<file path="src/rtl/mbx_pkg.sv">
// Package: shared opcodes, status codes and sequencer state for the mailbox bridge.
// Assumes a 32-bit transfer word with an 8-bit opcode above a 24-bit address.
package mbx_pkg;
    localparam logic [7:0]  OPC_READ   = 8'h01;
    localparam logic [7:0]  OPC_WRITE  = 8'h10;
    localparam logic [31:0] STS_OK     = 32'h0000_0000;
    localparam logic [31:0] STS_BAD_OP = 32'h0000_0001;

    typedef enum logic [1:0] {
        SQ_IDLE   = 2'd0,
        SQ_WDATA  = 2'd1,
        SQ_ACCESS = 2'd2
    } seq_state_e;
endpackage

</file>
<file path="src/rtl/mbx_cmd_decode.sv">
// Module: splits a transfer-port word into opcode flags and register address.
// Assumes OP_W + ADDR_W == DATA_W with the opcode in the upper bits.
module mbx_cmd_decode #(
    parameter int DATA_W = 32,
    parameter int OP_W   = 8,
    parameter int ADDR_W = DATA_W - OP_W
) (
    input  logic [DATA_W-1:0] word,
    output logic              is_rd,
    output logic              is_wr,
    output logic [ADDR_W-1:0] addr
);
    import mbx_pkg::*;

    logic [OP_W-1:0] opcode;

    // Field split and opcode compare.
    always_comb begin
        opcode = word[DATA_W-1 -: OP_W];
        addr   = word[ADDR_W-1:0];
        is_rd  = (opcode == OP_W'(OPC_READ));
        is_wr  = (opcode == OP_W'(OPC_WRITE));
    end
endmodule

</file>
<file path="src/rtl/mbx_resp_queue.sv">
// Module: holds up to DEPTH reply words, loaded all at once, popped in order.
// Assumes load is only requested while the queue is empty.
module mbx_resp_queue #(
    parameter int DATA_W = 32,
    parameter int DEPTH  = 2,
    localparam int CNT_W = $clog2(DEPTH + 1),
    localparam int IDX_W = (DEPTH > 1) ? $clog2(DEPTH) : 1
) (
    input  logic                         clk,
    input  logic                         rst_n,
    input  logic                         load,
    input  logic [CNT_W-1:0]             load_cnt,
    input  logic [DEPTH-1:0][DATA_W-1:0] load_words,
    input  logic                         pop,
    output logic [DATA_W-1:0]            head,
    output logic                         avail
);
    logic [DEPTH-1:0][DATA_W-1:0] slots;
    logic [CNT_W-1:0]             remain;
    logic [IDX_W-1:0]             rd_idx;

    // Reply storage, replaced on load.
    always_ff @(posedge clk) begin
        if (!rst_n)    slots <= '0;
        else if (load) slots <= load_words;
    end

    // Remaining-word count and read index.
    always_ff @(posedge clk) begin
        if (!rst_n) begin
            remain <= '0;
            rd_idx <= '0;
        end else if (load) begin
            remain <= load_cnt;
            rd_idx <= '0;
        end else if (pop && avail) begin
            remain <= remain - CNT_W'(1);
            rd_idx <= rd_idx + IDX_W'(1);
        end
    end

    // Head word, forced to zero when nothing is queued.
    always_comb begin
        avail = (remain != '0);
        head  = avail ? slots[rd_idx] : '0;
    end
endmodule

</file>
<file path="src/rtl/mbx_seq.sv">
// Module: command sequencer; collects command and data words, runs one bus
// handshake, and builds the reply words for the queue.
// Assumes bus_ack arrives only while bus_req is high.
module mbx_seq #(
    parameter int DATA_W = 32,
    parameter int ADDR_W = 24,
    parameter int DEPTH  = 2,
    localparam int CNT_W = $clog2(DEPTH + 1)
) (
    input  logic                         clk,
    input  logic                         rst_n,
    input  logic                         cmd_wr,
    input  logic [DATA_W-1:0]            cmd_word,
    input  logic                         dec_rd,
    input  logic                         dec_wr,
    input  logic [ADDR_W-1:0]            dec_addr,
    input  logic                         reply_pending,
    input  logic                         bus_ack,
    input  logic [DATA_W-1:0]            bus_rdata,
    output logic                         bus_req,
    output logic [ADDR_W-1:0]            bus_addr,
    output logic                         bus_we,
    output logic [DATA_W-1:0]            bus_wdata,
    output logic                         q_load,
    output logic [CNT_W-1:0]             q_cnt,
    output logic [DEPTH-1:0][DATA_W-1:0] q_words
);
    import mbx_pkg::*;

    seq_state_e state;
    logic       accept;

    // A command is taken only in idle with no reply outstanding.
    assign accept  = cmd_wr && !reply_pending && (state == SQ_IDLE);
    assign bus_req = (state == SQ_ACCESS);

    // State, address, direction and write-data registers.
    always_ff @(posedge clk) begin
        if (!rst_n) begin
            state     <= SQ_IDLE;
            bus_addr  <= '0;
            bus_we    <= 1'b0;
            bus_wdata <= '0;
        end else begin
            case (state)
                SQ_IDLE: if (accept && (dec_rd || dec_wr)) begin
                    bus_addr <= dec_addr;
                    bus_we   <= dec_wr;
                    state    <= dec_rd ? SQ_ACCESS : SQ_WDATA;
                end
                SQ_WDATA: if (cmd_wr) begin
                    bus_wdata <= cmd_word;
                    state     <= SQ_ACCESS;
                end
                SQ_ACCESS: if (bus_ack) state <= SQ_IDLE;
                default: state <= SQ_IDLE;
            endcase
        end
    end

    // Reply words: status then data on read, status only otherwise.
    always_comb begin
        q_load  = 1'b0;
        q_cnt   = '0;
        q_words = '0;
        if (bus_req && bus_ack) begin
            q_load     = 1'b1;
            q_words[0] = STS_OK;
            if (!bus_we) begin
                q_words[1] = bus_rdata;
                q_cnt      = CNT_W'(2);
            end else begin
                q_cnt      = CNT_W'(1);
            end
        end else if (accept && !dec_rd && !dec_wr) begin
            q_load     = 1'b1;
            q_words[0] = STS_BAD_OP;
            q_cnt      = CNT_W'(1);
        end
    end
endmodule

</file>
<file path="src/rtl/mbx_bridge.sv">
// Module: top of the mailbox bridge; wires decoder, sequencer and reply queue.
// Assumes single-cycle host strobes and a one-ack-per-request register bus.
module mbx_bridge #(
    parameter int DATA_W     = 32,
    parameter int OP_W       = 8,
    parameter int RESP_DEPTH = 2,
    localparam int ADDR_W    = DATA_W - OP_W,
    localparam int CNT_W     = $clog2(RESP_DEPTH + 1)
) (
    input  logic              clk,
    input  logic              rst_n,
    input  logic              xfer_wr,
    input  logic [DATA_W-1:0] xfer_wdata,
    input  logic              xfer_rd,
    output logic [DATA_W-1:0] xfer_rdata,
    output logic [DATA_W-1:0] status_rdata,
    output logic              rb_req,
    output logic [ADDR_W-1:0] rb_addr,
    output logic              rb_we,
    output logic [DATA_W-1:0] rb_wdata,
    input  logic              rb_ack,
    input  logic [DATA_W-1:0] rb_rdata
);
    logic                             dec_rd, dec_wr;
    logic [ADDR_W-1:0]                dec_addr;
    logic                             q_load, q_avail;
    logic [CNT_W-1:0]                 q_cnt;
    logic [RESP_DEPTH-1:0][DATA_W-1:0] q_words;

    mbx_cmd_decode #(.DATA_W(DATA_W), .OP_W(OP_W), .ADDR_W(ADDR_W)) i_dec (
        .word  (xfer_wdata),
        .is_rd (dec_rd),
        .is_wr (dec_wr),
        .addr  (dec_addr)
    );

    mbx_seq #(.DATA_W(DATA_W), .ADDR_W(ADDR_W), .DEPTH(RESP_DEPTH)) i_seq (
        .clk           (clk),
        .rst_n         (rst_n),
        .cmd_wr        (xfer_wr),
        .cmd_word      (xfer_wdata),
        .dec_rd        (dec_rd),
        .dec_wr        (dec_wr),
        .dec_addr      (dec_addr),
        .reply_pending (q_avail),
        .bus_ack       (rb_ack),
        .bus_rdata     (rb_rdata),
        .bus_req       (rb_req),
        .bus_addr      (rb_addr),
        .bus_we        (rb_we),
        .bus_wdata     (rb_wdata),
        .q_load        (q_load),
        .q_cnt         (q_cnt),
        .q_words       (q_words)
    );

    mbx_resp_queue #(.DATA_W(DATA_W), .DEPTH(RESP_DEPTH)) i_q (
        .clk        (clk),
        .rst_n      (rst_n),
        .load       (q_load),
        .load_cnt   (q_cnt),
        .load_words (q_words),
        .pop        (xfer_rd),
        .head       (xfer_rdata),
        .avail      (q_avail)
    );

    // Status port: ready flag in bit 0, upper bits zero.
    assign status_rdata = {{(DATA_W-1){1'b0}}, q_avail};
endmodule

</file>
<file path="config.mk">
export PLATFORM = sky130hd
export DESIGN_NAME = mbx_bridge
export DESIGN_NICKNAME = d
export VERILOG_FILES = /design/src/rtl/mbx_pkg.sv /design/src/rtl/mbx_cmd_decode.sv /design/src/rtl/mbx_resp_queue.sv /design/src/rtl/mbx_seq.sv /design/src/rtl/mbx_bridge.sv
export SDC_FILE = /design/constraint.sdc
export NUM_CORES = 1
export LEC_CHECK = 0
export ABC_AREA = 1
export ABC_CLOCK_PERIOD_IN_PS = 3650
export CORE_UTILIZATION = 55
export DETAILED_ROUTE_END_ITERATION = 8
export DONT_BUFFER_PORTS = 1
export GPL_TIMING_DRIVEN = 0
export PLACE_DENSITY_LB_ADDON = 0.15
export SYNTH_ARGS = -nofsm -noshare
export SYNTH_HDL_FRONTEND = slang
export SYNTH_SLANG_ARGS = --single-unit
</file>
<file path="constraint.sdc">
create_clock -name clk -period 3.65 [get_ports clk]
set_input_delay 0.9125 -clock clk [delete_from_list [all_inputs] [get_ports clk]]
set_output_delay 0.9125 -clock clk [all_outputs]
set_load 0.005 [all_outputs]
</file>
==> impl_metrics.yaml <==
sta:
  post-route-worst-setup-slack_ns: 1.160
  fmax_mhz: 401.6
  drv_slew: 0
  min_period_ns: 2.490
  rsz0062_at_grt: "no"
  final-setup-viol-count: 0
  min_period_over_period_pct: 68.22
  hold_violations: 0
  skew_ns: 0.007696
  finalSetupTns_ns: 0
worst_setup_path:
  crit_chain: "inv_1 -> ha_1 -> clkbuf_1 -> nor2_1"
  worstSetupStartpointType: "register"
  cp.arrival_ns: 1.58
  r2r-start: "i_q.remain[0]"
  critPathMaxStageDelay_ns: 0.42
  regToRegEndpoint: "i_seq.bus_addr[18]"
  cp.buffers_inverters: 2
  rr_worst_depth: 8
  ff2ff_setup_slack_ns: 1.81
  critPathTopFamily: "buffers and inverters"
  critical_path_class: "reg2out"
  critPathCaptureType: "primary output"
  critPathRequiredTime_ns: 2.74
  cpMaxStageDelayCell: "clkbuf_1"
  cp_max_fo: 10
floorplan:
  core_area_um2: 6907
  fp.dieArea_um2: 7646
  initial_core_util_pct: 58.13
  fp.dieW_um: 87.44
  io-pin-count: 191
  dieHeight_um: 87.44
  rows: 30
min_path:
  min-delay-start: "i_q.slots[0]"
  whs_endpoint: "i_q.slots[0]"
  hp-class: "reg2reg"
  min_path_cells: 2
final_layout:
  fin_nets: 674
  n_fill_cell: 641
  num_antenna_cells: 0
  seq_area_um2: 1902
  syn_to_final_growth_pct: 11.50
  multi_input_area_um2: 1622
  drive_gt1_share_pct: 10.20
clocking:
  cts_root_buf: "clkbuf_8"
  cts.sinks: 95
  clk_pin_slew_ns: 0.08
  post_cts_buffers: 0
  h-tree-depth: 3
  clockBufferDepth: 2
  ctsHoldBuffers: 0
  post_cts_resized: 0
  cts_buffers: 9
  tritoncts: "built"
  insertion_delay_ns: 0.35
yosys:
  yosys-top-cells-area: "dfxtp_1 (47%), nand2_1 (11%), a21oi_1 (8.7%)"
  synth_seq_cells: 95
  synth_warnings: 0
  yosysSeqAreaShare_pct: 47.37
  synthArstFlopShare_pct: 0
  synth_cell_types: 22
  synthFlopType: "dfxtp_1"
  syn_area_um2: 4015
  yosys.area.top_type: "dfxtp_1"
  avgSynthCellArea_um2: 7.132
  synth-edff-count: 0
  synth_top_area_share_pct: 47.37
  synth_cells: 563
power:
  p_per_area_nw_per_um2: 465.9
  p_leak_uw: 0.001744
  peakVddDrop_v: 0.0002366
detailed_routing:
  dr.pass1.iters: 4
  wl_per_cell_um: 13.41
  viasPerCell: 4.996
  drt-total-wl_um: 9443
  drt_iter0_markers: 153
  vias: 3517
  post-route-drc-count: 0
  postRouteAntennaNets: 0
place:
  port_buffers: 0
  dp_slack_ns: 1.508
  gp_congestion: 0.8694
  dp_hpwl_um: 7111
global_routing:
  antenna_found_initial: 0
  grt_pass1_wl_um: 14500
  overflow: 0
  track_usage_pct: 24.29
  grt_max_degree: 16
  grt_pass1_vias: 3172
run:
  cap_viol_max_count: 0
outcome:
  status: "complete, no violations"
==> cell usage after synthesis (2+ instances only) <==
library cell / count
a21oi_1: 70
buf_2: 3
buf_4: 35
buf_6: 2
clkbuf_1: 22
dfxtp_1: 95
inv_1: 54
inv_2: 3
nand2_1: 116
nand3_1: 6
nor2_1: 86
nor2_2: 2
o21ai_0: 59
xor2_1: 2
==> layout by cell type (no fill, tap or decap) <==
cell | netlist | final
a21oi_1 | 70 | 70
buf_1 | 1 | 1
buf_2 | 3 | 3
buf_4 | 35 | 35
buf_6 | 2 | 2
bufinv_16 | 0 | 2
clkbuf_1 | 22 | 22
clkbuf_8 | 0 | 11
clkinv_1 | 1 | 1
clkinv_4 | 0 | 1
conb_1 | 1 | 31
dfxtp_1 | 95 | 95
ha_1 | 1 | 1
inv_1 | 54 | 54
inv_2 | 3 | 3
inv_6 | 0 | 1
nand2_1 | 116 | 116
nand2_2 | 1 | 1
nand3_1 | 6 | 6
nor2_1 | 86 | 86
nor2_2 | 2 | 2
nor3_1 | 1 | 1
nor3_2 | 1 | 1
o21ai_0 | 59 | 59
o21bai_1 | 1 | 1
xor2_1 | 2 | 2
==> routing by layer <==
layer / wire length (um) / global-route usage (%) / share of wire, % / vias to the layer above
met5: 0 / 0 / 0 / -
met4: 243 / 11.03 / 2.6 / 0
met3: 923 / 7.109 / 9.8 / 22
met2: 4436 / 40.77 / 47 / 139
met1: 3840 / 28.59 / 41 / 1586
li1: - / - / - / 1770
==> per-stage QoR <==
stage                     total power, uW  hold slack, ns  util [%]  cell area (um^2)  std cells
after floorplan                      1280          0.4313         -              4128        593
after detailed placement             1334          0.4516     61.50              4248        689
after CTS                            2099          0.4639     64.82              4477        704
after global routing                 2178          0.4794     64.82              4477        704
after global placement               1330          0.4451     61.50              4248        689
final                                2086          0.4616     64.82              4477        704
==> worst register-to-register path, stage by stage (launching register included) <==
cell,delay [ns]
dfxtp_1,0.30
inv_1,0.09
ha_1,0.27
inv_2,0.09
nor3_2,0.25
nand2_2,0.18
clkbuf_1,0.26
o21ai_0,0.25
nor2_1,0.06
==> power breakdown <==
part           total [uW]  switching, uW  internal (uW)
logic                 261            175           85.5
registers            1050           5.66           1050
clock network         772            349            424
total                2090            530           1560
==> final cells by class <==
class	count	area share, %
Buffer	63	8.636
Tap cell	96	2.683
Clock inverter	4	1.733
Sequential cell	95	42.48
Clock buffer	11	3.382
Inverter	58	4.863
Multi-Input combinational cell	377	36.22
==> worst max-delay path by stage <==
stage | cells past startpoint | slack, ns | endpoint | from
after floorplan | 8 | 1.77 | i_q.slots[41] | xfer_wr
after global placement | 9 | 1.55 | i_seq.bus_addr[18] | xfer_wdata[26]
after detailed placement | 9 | 1.51 | i_seq.bus_addr[18] | xfer_wdata[26]
after CTS | 4 | 1.14 | xfer_rdata[30] | i_q.remain[0]
after global routing | 4 | 1.02 | xfer_rdata[30] | i_q.remain[0]
final | 4 | 1.16 | xfer_rdata[25] | i_q.remain[0]
==> state kept, by name (all words and copies together) (netlist names) <==
register / flops
i_q.rd_idx: 1
i_seq.bus_wdata: 32
i_q.slots: 33
i_q.remain: 2
i_seq.state: 2
i_seq.bus_we: 1
i_seq.bus_addr: 24
==> kinds of logic (layout without fill, tap and decap cells) <==
group,count (synthesis),after routing,synth area share (%)
DFF,95,95,47.37
and+or+nand+nor,213,213,20.47
adders and majority gates,1,1,0.3116
AOI/OAI and AO/OA,130,130,16.27
other,1,31,0.09340
xor gates and xnor gates,2,2,0.4364
buffers and inverters,121,136,15.05
No activity file was read; power rests on OpenSTA's default activity.
